File: src/rtl/gpio_port_pkg.sv
package gpio_port_pkg;

    localparam int PORT_W = 8;
    localparam int ADDR_W = 4;

    localparam logic [ADDR_W-1:0] ADDR_DATA = 4'h3;
    localparam logic [ADDR_W-1:0] ADDR_DIR  = 4'h7;
    localparam logic [ADDR_W-1:0] ADDR_PULL = 4'hC;

    typedef logic [PORT_W-1:0] port_vec_t;

    typedef enum logic [1:0] {
        SEL_NONE = 2'd0,
        SEL_DATA = 2'd1,
        SEL_DIR  = 2'd2,
        SEL_PULL = 2'd3
    } reg_sel_e;

    typedef struct packed {
        port_vec_t latch;
        port_vec_t dir;
        port_vec_t pull;
    } port_regs_t;

    typedef struct packed {
        port_vec_t oe;
        port_vec_t out;
        port_vec_t pu;
    } pad_ctrl_t;

    function automatic reg_sel_e decode_addr(input logic [ADDR_W-1:0] a);
        case (a)
            ADDR_DATA: return SEL_DATA;
            ADDR_DIR:  return SEL_DIR;
            ADDR_PULL: return SEL_PULL;
            default:   return SEL_NONE;
        endcase
    endfunction

    // Picks, for each bit, the latch on an output pin or the pad level on an input pin.
    function automatic port_vec_t mux_readback(input port_vec_t dir,
                                               input port_vec_t latch,
                                               input port_vec_t pin);
        port_vec_t r;
        for (int i = 0; i < PORT_W; i++) begin
            r[i] = dir[i] ? latch[i] : pin[i];
        end
        return r;
    endfunction

endpackage

File: src/rtl/gpio_port_regs.sv
module gpio_port_regs
    import gpio_port_pkg::*;
(
    input  logic              clk,
    input  logic              rst,
    input  logic [ADDR_W-1:0] wr_addr,
    input  logic              wr_en,
    input  port_vec_t         wr_data,
    output port_regs_t        regs
);

    reg_sel_e   wsel;
    port_regs_t regs_q;

    assign wsel = decode_addr(wr_addr);
    assign regs = regs_q;

    always_ff @(posedge clk) begin
        if (rst) begin
            regs_q <= '0;
        end else if (wr_en) begin
            case (wsel)
                SEL_DATA: regs_q.latch <= wr_data;
                SEL_DIR:  regs_q.dir   <= wr_data;
                SEL_PULL: regs_q.pull  <= wr_data;
                default:  ;
            endcase
        end
    end


    unmapped_write_chk: assert property (@(posedge clk) disable iff (rst)
        (wr_en && wsel == SEL_NONE) |=> $stable(regs_q));


    latch_write_chk: assert property (@(posedge clk) disable iff (rst)
        (wr_en && wr_addr == ADDR_DATA) |=> (regs_q.latch == $past(wr_data)));


    dir_write_chk: assert property (@(posedge clk) disable iff (rst)
        (wr_en && wr_addr == ADDR_DIR) |=> (regs_q.dir == $past(wr_data)));

endmodule

File: src/rtl/gpio_port_sync.sv
module gpio_port_sync
    import gpio_port_pkg::*;
#(
    parameter int STAGES = 2
) (
    input  logic      clk,
    input  logic      rst,
    input  port_vec_t pin_raw,
    output port_vec_t pin_sync
);

    port_vec_t stage_q [STAGES];

    generate
        for (genvar s = 0; s < STAGES; s++) begin : g_stage
            if (s == 0) begin : g_first
                always_ff @(posedge clk) begin
                    if (rst) stage_q[s] <= '0;
                    else     stage_q[s] <= pin_raw;
                end
            end else begin : g_next
                always_ff @(posedge clk) begin
                    if (rst) stage_q[s] <= '0;
                    else     stage_q[s] <= stage_q[s-1];
                end
            end
        end
    endgenerate

    assign pin_sync = stage_q[STAGES-1];

    // Counts the edges since reset, so that the latency check never looks past them.
    logic [1:0] warm_q;
    always_ff @(posedge clk) begin
        if (rst)                warm_q <= '0;
        else if (warm_q != 2'd3) warm_q <= warm_q + 2'd1;
    end


    sync_latency_chk: assert property (@(posedge clk) disable iff (rst)
        (warm_q >= 2'd2) |-> (pin_sync == $past(pin_raw, 2)));

endmodule

File: src/rtl/gpio_port_padctl.sv
module gpio_port_padctl
    import gpio_port_pkg::*;
(
    input  logic       clk,
    input  logic       rst,
    input  port_regs_t regs,
    output pad_ctrl_t  pad
);

    generate
        for (genvar i = 0; i < PORT_W; i++) begin : g_pin
            assign pad.oe[i]  = regs.dir[i];
            assign pad.out[i] = regs.dir[i] & regs.latch[i];
            assign pad.pu[i]  = regs.pull[i] & ~regs.dir[i];
        end
    endgenerate


    pull_vs_drive_chk: assert property (@(posedge clk) disable iff (rst)
        (pad.pu & pad.oe) == '0);


    out_only_when_driven_chk: assert property (@(posedge clk) disable iff (rst)
        (pad.out & ~pad.oe) == '0);

endmodule

File: src/rtl/gpio_port.sv
module gpio_port
    import gpio_port_pkg::*;
(
    input  logic              clk,
    input  logic              rst,
    input  logic [ADDR_W-1:0] bus_addr,
    input  logic              bus_we,
    input  logic [PORT_W-1:0] bus_wdata,
    output logic [PORT_W-1:0] bus_rdata,
    input  logic [PORT_W-1:0] pad_in,
    output logic [PORT_W-1:0] pad_oe,
    output logic [PORT_W-1:0] pad_out,
    output logic [PORT_W-1:0] pad_pu
);

    port_regs_t regs;
    port_vec_t  pin_sync;
    pad_ctrl_t  pad;

    gpio_port_regs u_regs (
        .clk     (clk),
        .rst     (rst),
        .wr_addr (bus_addr),
        .wr_en   (bus_we),
        .wr_data (bus_wdata),
        .regs    (regs)
    );

    gpio_port_sync #(.STAGES(2)) u_sync (
        .clk      (clk),
        .rst      (rst),
        .pin_raw  (pad_in),
        .pin_sync (pin_sync)
    );

    gpio_port_padctl u_padctl (
        .clk  (clk),
        .rst  (rst),
        .regs (regs),
        .pad  (pad)
    );

    always_comb begin
        case (decode_addr(bus_addr))
            SEL_DATA: bus_rdata = mux_readback(regs.dir, regs.latch, pin_sync);
            SEL_DIR:  bus_rdata = regs.dir;
            SEL_PULL: bus_rdata = regs.pull;
            default:  bus_rdata = '0;
        endcase
    end

    assign pad_oe  = pad.oe;
    assign pad_out = pad.out;
    assign pad_pu  = pad.pu;


    reset_state_chk: assert property (@(posedge clk)
        $past(rst) |-> (pad_oe == '0 && pad_out == '0 && pad_pu == '0));


    unmapped_read_chk: assert property (@(posedge clk) disable iff (rst)
        (bus_addr != ADDR_DATA && bus_addr != ADDR_DIR && bus_addr != ADDR_PULL)
            |-> (bus_rdata == '0));

endmodule

File: config.mk
export PLATFORM = sky130hd
export DESIGN_NAME = gpio_port
export DESIGN_NICKNAME = d
export VERILOG_FILES = /design/src/rtl/gpio_port_pkg.sv /design/src/rtl/gpio_port_regs.sv /design/src/rtl/gpio_port_sync.sv /design/src/rtl/gpio_port_padctl.sv /design/src/rtl/gpio_port.sv
export SDC_FILE = /design/constraint.sdc
export NUM_CORES = 1
export LEC_CHECK = 0
export BUFFER_PORTS_ARGS = -buffer_cell sky130_fd_sc_hd__buf_4
export CELL_PAD_IN_SITES_DETAIL_PLACEMENT = 0
export CELL_PAD_IN_SITES_GLOBAL_PLACEMENT = 2
export CORE_ASPECT_RATIO = 0.9
export CORE_MARGIN = 4
export CORE_UTILIZATION = 32
export CTS_CLUSTER_SIZE = 14
export DETAILED_ROUTE_END_ITERATION = 8
export PLACE_DENSITY = 0.82
export RECOVER_POWER = 100
export SLEW_MARGIN = 40
export SYNTH_ARGS = -nofsm -noshare
export SYNTH_HDL_FRONTEND = slang
export SYNTH_SLANG_ARGS = --single-unit
export TNS_END_PERCENT = 1
File: constraint.sdc
create_clock -name clk -period 1.75 [get_ports clk]
set_input_delay 0.175 -clock clk [delete_from_list [all_inputs] [get_ports clk]]
set_output_delay 0.175 -clock clk [all_outputs]
set_load 0.05 [all_outputs]
==> results.md, run 1 <==
* HP Class: in2reg
* Layout cells sized above 1 at 16.7%
* Lkg Pwr at 0.000928 uW
* HPWL Detailed at 2840 microns
* Initial antenna violation count at 0
* Reg area at 801 sq um
* Max Buffers Root-to-Sink at 2
* Fin crit period at 1.52 ns
* WS Path Type: reg2out
* Placer congestion estimate at approximately 0.75
* ANT cells at 0
* Crit share post-route at between 80% and 90%
* Clock Skews at 0.00443 ns
* Max Cap Viol at 0
* Num CTS Buffers at 5
* Via Count at 1421
* Metal-1 WL at 2060 microns
* Vias/cell at 4.58
* Routed length per instance at 13.8 microns
* RSZ-0062 raised after global routing: false
* GRT Total Usage at 12.8%
* Area Growth Syn to Fin at 19.0%
* Initial DRC Count at 30
* Largest net degree at the start of global routing at 49
* Fmax at 0.658 GHz
* Synth Instances at 195
* Starting Density at 32.8%
* DIE AREA at 0.00709 sq mm
* Yosys top cell area share at roughly 43%
* Sequential fraction of the synthesis area at between 40% and 50%
* Yosys reg bits at 40
* DR top layer: met4
* Port Buffers at 54
* Area leader, netlist: dfxtp_1
* Cts repair resizes at 0
* Relative slew slack at 42.6%
* Worst Hold Margin at 0.0929 ns
* Total negative slack at 0 ns
* Worst VDD drop at 484 uV
* Metal2 WL at between 1500 and 2000 microns
* Fin. Hold Viols at 0
* Synthesis Warnings at 0
* Synth unique cells at 18
* Synth top area cells: dfxtp_1 (43%), nor2b_1 (11%), mux2i_1 (8.6%)
* CTS root buf: clkbuf_8
* Worst path arrival time at 1.34 ns
* Post-Syn Area per Cell at 9.52 sq um
* Worst-Margin Slew at 0.861 ns
* Postcts setup bufs at 0
* Final-stage net count at between 200 and 300
* Pwr dens at 794 mW/mm^2
* Number of global-route vias before repair at 1401
* Std cell rows at 26
* CTS tree: built
* CP max FO at 6
* CP Data Required Time at 1.57 ns
* Max-slew violations at 0
* Clk Latency, worst-skew pair at just under 0.3 ns
* Clock sink total at 40
* Post-Synthesis Net Count at between 200 and 250
* TritonRoute pass-1 iters at 6
* Routed wire length at between 4000 and 5000 microns
* Final setup vio count at 0
* Die W at around 90 microns
* Core area at 0.00566 sq mm
* Type of destination of the critical path: output pin
* H-tree level count at 2
* Routed Antenna Nets at 0
* Mapped cell area at 0.00186 sq mm
* Clock transition at path regs at 0.07 ns
* Hold buffer count at cts at 0
* Die Height at ~80 microns
* Status: completed
* Met3 routed WL at 298 microns
* Fill cell count at between 600 and 700
* Gr ovfl total at 0
* Io pins at 55
* DRC viols at 0
* First-pass GRT wire length at slightly below 7000 microns
* CP startpoint kind: flop
* Multi-input gate area at 917 sq um
## cell type report
| cell class | count | area share (%) |
|---|---|---|
| clock buffer | 7 | 4.36 |
| inverter | 1 | 0.170 |
| multi-input combinational | 136 | 41.5 |
| sequential | 40 | 36.2 |
| tap | 70 | 3.96 |
| timing repair buffer | 56 | 13.8 |
## kinds of logic (layout without fill, tap and decap cells)
group | after synthesis | after routing | synth area share (%)
multiplexers | 16 | 16 | 8.63
AO/OA/AOI/OAI | 40 | 40 | 12.4
AND/OR/NAND/NOR | 80 | 80 | 29.2
flip-flops | 40 | 40 | 43.1
buffers and inverters | 19 | 64 | 6.67
## stage by stage
step	total power, uW	area [sq um]	util, %	worst slack (ns)	cells
floorplan	1060	1860	-	0.533	195
detailed placement	1130	2240	39.7	0.0927	303
global route	1830	2210	39.0	0.104	310
CTS	1790	2340	41.4	0.101	310
global placement	1130	2240	39.7	0.119	303
finish	1760	2210	39.0	0.231	310
## registers in the layout (all words and copies together), names as in the netlist
signal          count
u_sync.stage_q     16
u_regs.regs        24
## path summary, 6_finish.rpt
check	startpoint	slack [ns]	end	cells after the start
worst max-delay path	u_regs.regs[14]$_SDFFE_PP0P_	0.23	bus_rdata[6]	4
worst min-delay path	pad_in[6]	0.09	u_sync.stage_q[0][6]$_SDFF_PP0_	2
worst max register to register	u_regs.regs[14]$_SDFFE_PP0P_	0.88	u_regs.regs[14]$_SDFFE_PP0P_	2
worst min register to register	u_sync.stage_q[0][2]$_SDFF_PP0_	0.44	u_sync.stage_q[1][2]$_SDFF_PP0_	1
## routing by layer
metal / vias to the layer above / global-route usage (%)
met5: - / 0
met4: 0 / 4.53
li1: 729 / -
met2: 39 / 19.6
met1: 647 / 17.0
met3: 6 / 3.59
## worst max-delay path: stages, from the launching register on
cell and delay [ns]:
dfxtp_1 0.42, o21ai_0 0.11, o21ai_0 0.10, a22o_1 0.16
clkbuf_2 0.27
## synthesized netlist by cell type
library cell	number
buf_6	3
or2_1	1
mux2i_1	16
nand2b_1	25
dfxtp_1	40
nor4bb_4	1
o21ai_0	32
inv_1	1
or2b_1	8
nand4b_4	1
nand2_1	2
and2_1	8
buf_4	8
clkbuf_1	7
a22o_1	8
nor2b_1	32
nor2_1	1
and2_4	1
## power breakdown
group | internal [uW] | switching [uW] | leakage (uW)
Combinational | 68.9 | 85.2 | 0.000551
Clock | 351 | 307 | 0.0000503
Sequential | 934 | 9.70 | 0.000326
## cell usage in the layout (no fill, tap or decap), drive strengths merged
cell type  count
or2b           8
or2            1
and2           9
nor2b         32
nand4b         1
a22o           8
nor4bb         1
mux2i         16
buf           22
dfxtp         40
nand2b        25
o21ai         32
nor2           1
inv            1
clkbuf        41
nand2          2
No activity file was read; power rests on OpenSTA's default activity.
==> inputs of run 2 (changes only) <==
RECOVER_POWER = 50   (was 100)
==> results.md, run 2 (same netlist as run 1, synthesis figures left out) <==
* Status: completed
* CP max FO at 3 (-3)
* Postcts setup bufs at 0 (unchanged)
* Final setup vio count at 0 (unchanged)
* HP Class: in2reg
* Std cell rows at 26 (unchanged)
* Die Height at 80.3 microns (unchanged)
* Fin area at 0.00231 sq mm (+4.4%)
* Fmax at 0.689 GHz (+4.6%)
* Relative slew slack at 43.1% (+0.48 points)
* H-tree level count at 2 (unchanged)
* Worst-Margin Slew at 0.854 ns (-0.00719 ns)
* Initial DRC Count at 32 (+6.7%)
* Core area at 0.00566 sq mm (unchanged)
* Via Count at 1419 (-0.14%)
* Fin crit period at 1.45 ns (-0.0666 ns)
* Largest net degree at the start of global routing at 49 (unchanged)
* First-pass GRT wire length at 6900 microns (unchanged)
* Number of global-route vias before repair at 1401 (unchanged)
* Clock Skews at 0.00459 ns (+0.000151 ns)
* CTS tree: built
* Clock sink total at 40 (unchanged)
* GRT Total Usage at 12.8% (unchanged)
* Worst VDD drop at 484 uV (about the same)
* Vias/cell at 4.58 (-0.14%)
* Cts repair resizes at 0 (unchanged)
* CP Data Required Time at 1.57 ns (about the same)
* Starting Density at 32.8% (unchanged)
* Slack of the critical path at 0.298 ns (+0.0666 ns)
* Max Cap Viol at 0 (unchanged)
* Area after DPL at 0.00224 sq mm (unchanged)
* Dpl ws at 0.0927 ns (unchanged)
* Die W at 88.3 microns (unchanged)
* Layout cells sized above 1 at 25.4% (+8.8 points)
* Routed Antenna Nets at 0 (unchanged)
* Num CTS Buffers at 5 (unchanged)
* ANT cells at 0 (unchanged)
* Most frequent cells in the layout: buf_4 (50), dfxtp_1 (40), o21ai_0 (32), nor2b_1 (32), nand2b_1 (25)
* Port Buffers at 54 (unchanged)
* Fin. Hold Viols at 0 (unchanged)
* Commonest non-fill, non-tap cell in the layout: buf_4
* CP startpoint kind: flop
* Worst path arrival time at 1.28 ns (-0.06 ns)
* Total power at 1760 uW (+0.15%)
* Largest register FFs at 24 (unchanged)
* Initial antenna violation count at 0 (unchanged)
* Hold buffer count at cts at 0 (unchanged)
* Io pins at 55 (unchanged)
* Gr ovfl total at 0 (unchanged)
* Clk Latency, worst-skew pair at 0.29 ns (about the same)
* CTS root buf: clkbuf_8
* Type of destination of the critical path: output pin
* Pwr dens at 762 mW/mm^2 (-4.1%)
* Placer congestion estimate at 0.753 (unchanged)
* Max Buffers Root-to-Sink at 2 (unchanged)
* DIE AREA at 0.00709 sq mm (unchanged)
* RSZ-0062 raised after global routing: false
* TritonRoute pass-1 iters at 4 (-2)
* Crit share post-route at 83.0% (-3.8 points)
* Final-stage net count at 263 (unchanged)
* WS Path Type: reg2out
* Lkg Pwr at 0.00102 uW (+10%)
* Max-slew violations at 0 (unchanged)
* Clock transition at path regs at 0.08 ns (about the same)
* Routed wire length at 4240 microns (-0.91%)
* HPWL Detailed at 2840 microns (unchanged)
* Routed length per instance at 13.7 microns (-0.91%)
* DRC viols at 0 (unchanged)
* Worst Hold Margin at 0.0948 ns (+0.00192 ns)
* Area Growth Syn to Fin at 24.3%
* Total negative slack at 0 ns (unchanged)
==> run 2: cell count changes in the layout (fill, tap and decap cells not counted), sizes merged <==
cell	previous run	this run
clkbuf	41	13
buf	22	50
==> run 2: path summary, 6_finish.rpt <==
kind | startpoint | endpoint | slack, ns | cells after the start
worst max-delay path | u_regs.regs[17]$_SDFFE_PP0P_ | bus_rdata[1] | 0.30 | 4
worst min register to register | u_sync.stage_q[0][2]$_SDFF_PP0_ | u_sync.stage_q[1][2]$_SDFF_PP0_ | 0.44 | 1
worst max register to register | u_regs.regs[14]$_SDFFE_PP0P_ | u_regs.regs[14]$_SDFFE_PP0P_ | 0.88 | 2
worst min-delay path | pad_in[6] | u_sync.stage_q[0][6]$_SDFF_PP0_ | 0.09 | 2
==> run 2: routing by layer <==
metal	track usage [%]	routed length, microns	part of all wire [%]	up-vias
met4	4.53	15	0.35	0
met3	3.59	305	7.2	2
met2	19.6	1870	44	40
met1	17.0	2050	48	647
li1	-	-	-	730
met5	0	0	0	-
==> run 2: through the flow <==
step	instances	utilization [%]
after floorplan	195	-
after global placement	303	39.7
after detailed placement	303	39.7
after CTS	310	41.4
after global routing	310	40.8
final	310	40.8
==> run 2: final cells by class <==
cell class,instances,area [sq um]
Tap cell,70,87.6
Clock buffer,7,96.3
Multi-Input combinational cell,136,920
Fill cell,614,3350
Timing Repair Buffer,56,399
Sequential cell,40,801
Inverter,1,3.75
==> run 2: power by group <==
| part | switching [uW] | internal (uW) | leakage [uW] | total (uW) |
|---|---|---|---|---|
| Clock | 305 | 351 | 0.0000503 | 656 |
| Sequential | 9.75 | 934 | 0.000326 | 943 |
| Combinational | 85.0 | 73.2 | 0.000645 | 158 |
==> run 2: critical path: stages, from the launching register on <==
cell and delay [ns]:
dfxtp_1 0.33, o21ai_0 0.14, o21ai_0 0.10, a22o_1 0.24, buf_4 0.19
==> inputs of run 3 (changes only) <==
CORE_UTILIZATION = 30   (was 32)
PLACE_DENSITY = 0.78   (was 0.82)
clock period = 1.4 ns   (was 1.75 ns; I/O delays follow)
==> results.md, run 3 (same netlist as run 1, synthesis figures left out) <==
* CTS root buf: clkbuf_8
* Layout cells sized above 1 at 34.1% (+8.7 points)
* Worst Hold Margin at 0.0572 ns (-0.0377 ns)
* Max-slew violations at 0 (unchanged)
* Type of destination of the critical path: output pin
* Die W at 90.9 microns (+3.0%)
* Routed wire length at 4320 microns (+2.0%)
* CP startpoint kind: flop
* Gate power share at 9.9% (+0.9 points)
* FF-to-FF End: u_regs.regs[9]$_SDFFE_PP0P_
* Worst Setup EP: bus_rdata[6]
* TritonRoute pass-1 iters at 4 (unchanged)
* GRT Total Usage at 12.0% (-0.82 points)
* First-pass GRT wire length at 6980 microns (+1.2%)
* Met2 Use GR at 17.5% (-2.1 points)
* Routed length per instance at 13.7 microns (about the same)
* Largest register FFs at 24 (unchanged)
* Internal at 1660 uW (+23%)
* Initial DRC Count at 69 (+120%)
* Max Buffers Root-to-Sink at 2 (unchanged)
* Starting Density at 31.9% (-0.92 points)
* Initial antenna violation count at 0 (unchanged)
* Clock transition at path regs at 0.07 ns (about the same)
* Number of global-route vias before repair at 1355 (-3.3%)
* Met3 usage at 4.62% (+1.0 points)
* Crit share post-route at ~95%
* Most frequent cells in the layout: buf_4 (50), nor2b_1 (32), dfxtp_1 (28)
* Status: completed
* Worst r2r src: u_regs.regs[9]$_SDFFE_PP0P_
* Register-to-register setup slack at 0.59 ns (-0.29 ns)
* Post-Layout Cell Count at 316 (+1.9%)
* Core area at 0.00582 sq mm (+2.9%)
* Fin crit period at around 1.3 ns
* Gr ovfl total at 0 (unchanged)
* Placer congestion estimate at 0.679 (-9.9%)
* Share of power burned in the clock network at 36.1% (-1.2 points)
* Lkg Pwr at 0.00109 uW (+7.0%)
* Worst-Margin Slew at 0.809 ns (-0.0447 ns)
* Fill cell count at 582 (-5.2%)
* DIE AREA at 0.00751 sq mm (+6.0%)
* GR Util met1 at 16.3% (-0.76 points)
* CP max FO at 3 (unchanged)
* ANT cells at 0 (unchanged)
* HPWL Detailed at 2930 microns (+3.3%)
* Io pins at 55 (unchanged)
* Largest net degree at the start of global routing at 46 (-6.1%)
* H-tree level count at 2 (unchanged)
* DRC viols at 0 (unchanged)
* Worst path arrival time at 1.19 ns (-0.09 ns)
* Placed Cells at 308 (+1.7%)
* Crit path launch: u_regs.regs[22]$_SDFFE_PP0P_
* Worst VDD drop at 369 uV (-24%)
* Max Cap Viol at 0 (unchanged)
* Hold buffer count at cts at 0 (unchanged)
* HP Class: in2reg
* Switching power of the nets at 521 uW (+30%)
* Clk Latency, worst-skew pair at 0.29 ns (about the same)
* Relative slew slack at 46.1% (+3.0 points)
* Fin. Hold Viols at 0 (unchanged)
* CP Data Required Time at 1.26 ns (-0.31 ns)
* Postcts setup bufs at 0 (unchanged)
* WS Path Type: reg2out
* Fin area at 0.00242 sq mm (+4.9%)
* Clock sink total at 40 (unchanged)
* Std cell rows at 26 (unchanged)
* Num CTS Buffers at 5 (unchanged)
* Via Count at 1414 (-0.35%)
* Fmax at 0.754 GHz
* Final setup vio count at 0 (unchanged)
* Commonest non-fill, non-tap cell in the layout: buf_4
* Final-stage net count at 268 (+1.9%)
* Vias/cell at 4.47 (-2.2%)
* Port Buffers at 54 (unchanged)
* Switching share of power at 23.9% (+1.1 points)
* CTS tree: built
* Routed Antenna Nets at 0 (unchanged)
* Area after DPL at 0.00228 sq mm (+1.7%)
* Grt peak-use layer: met2
* Reg power frac at 54.0% (+0.3 points)
* R2R depth at 2 (unchanged)
* Clock Skews at 0.000234 ns (-0.00435 ns)
* Die Height at 82.6 microns (+3.0%)
* Pwr dens at 903 mW/mm^2 (+18%)
* Area Growth Syn to Fin at 30.4%
* RSZ-0062 raised after global routing: true
[run 3: cell count changes in the layout (fill, tap and decap cells not counted), sizes merged]
cell,delta
buf,+9
clkbuf,-5
clkinv,+2
[run 3: final cells by class]
cell class	count	area [sq um]	share of cell area (%)
sequential	40	816	33.7
inverter	1	3.75	0.155
clock inverter	2	10.0	0.413
timing repair buffer	61	485	20.1
multi-input combinational	136	936	38.7
tap	70	87.6	3.62
clock buffer	6	82.6	3.41
[run 3: worst max-delay path: stages (launching register included)]
cell and delay (ns):
dfxtp_1 0.32, o21ai_1 0.11, o21ai_0 0.09, a22o_1 0.21, buf_6 0.16
[run 3: how the worst min path moves through the flow]
stage,startpoint,to,slack (ns),depth (start not counted)
after floorplan,pad_in[0],u_sync.stage_q[0][0]$_SDFF_PP0_,0.27,1
after global placement,pad_in[6],u_sync.stage_q[0][6]$_SDFF_PP0_,0.35,2
after detailed placement,pad_in[3],u_sync.stage_q[0][3]$_SDFF_PP0_,0.36,2
after CTS,pad_in[3],u_sync.stage_q[0][3]$_SDFF_PP0_,0.05,2
after global routing,pad_in[1],u_sync.stage_q[0][1]$_SDFF_PP0_,0.05,2
final,pad_in[3],u_sync.stage_q[0][3]$_SDFF_PP0_,0.06,2
[run 3: stage by stage]
step,TNS (ns),utilization [%],setup slack (ns),total power [uW]
finish,0,41.6,0.0744,2190
global route,-0.0374,41.6,-0.0166,2280
CTS,0,40.9,0.000614,2220
detailed placement,0,39.2,0.0808,1420
global placement,0,39.2,0.0841,1420
floorplan,0,-,0.218,1330
[run 3: repair_timing]
action,4_1_cts,5_1_grt
pin swaps,0,3
cloned,0,0
gates resized for setup,3,32
endpoints found under the hold margin,0,0
endpoints found under the setup margin,3,8
[run 3: power by group through the flow]
stage	sequential, uW	clock, uW	combinational, uW
3_3_place_gp	1210	0	214
5_1_grt	1180	864	236
6_report	1180	790	215
3_5_place_dp	1210	0	215
2_1_floorplan	1200	0	125
4_1_cts	1180	823	216
[run 3: metal layers]
layer / routed length, microns / vias up
met4: 40 / 0
met5: 0 / -
met2: 1870 / 39
li1: - / 740
met3: 319 / 5
met1: 2090 / 630
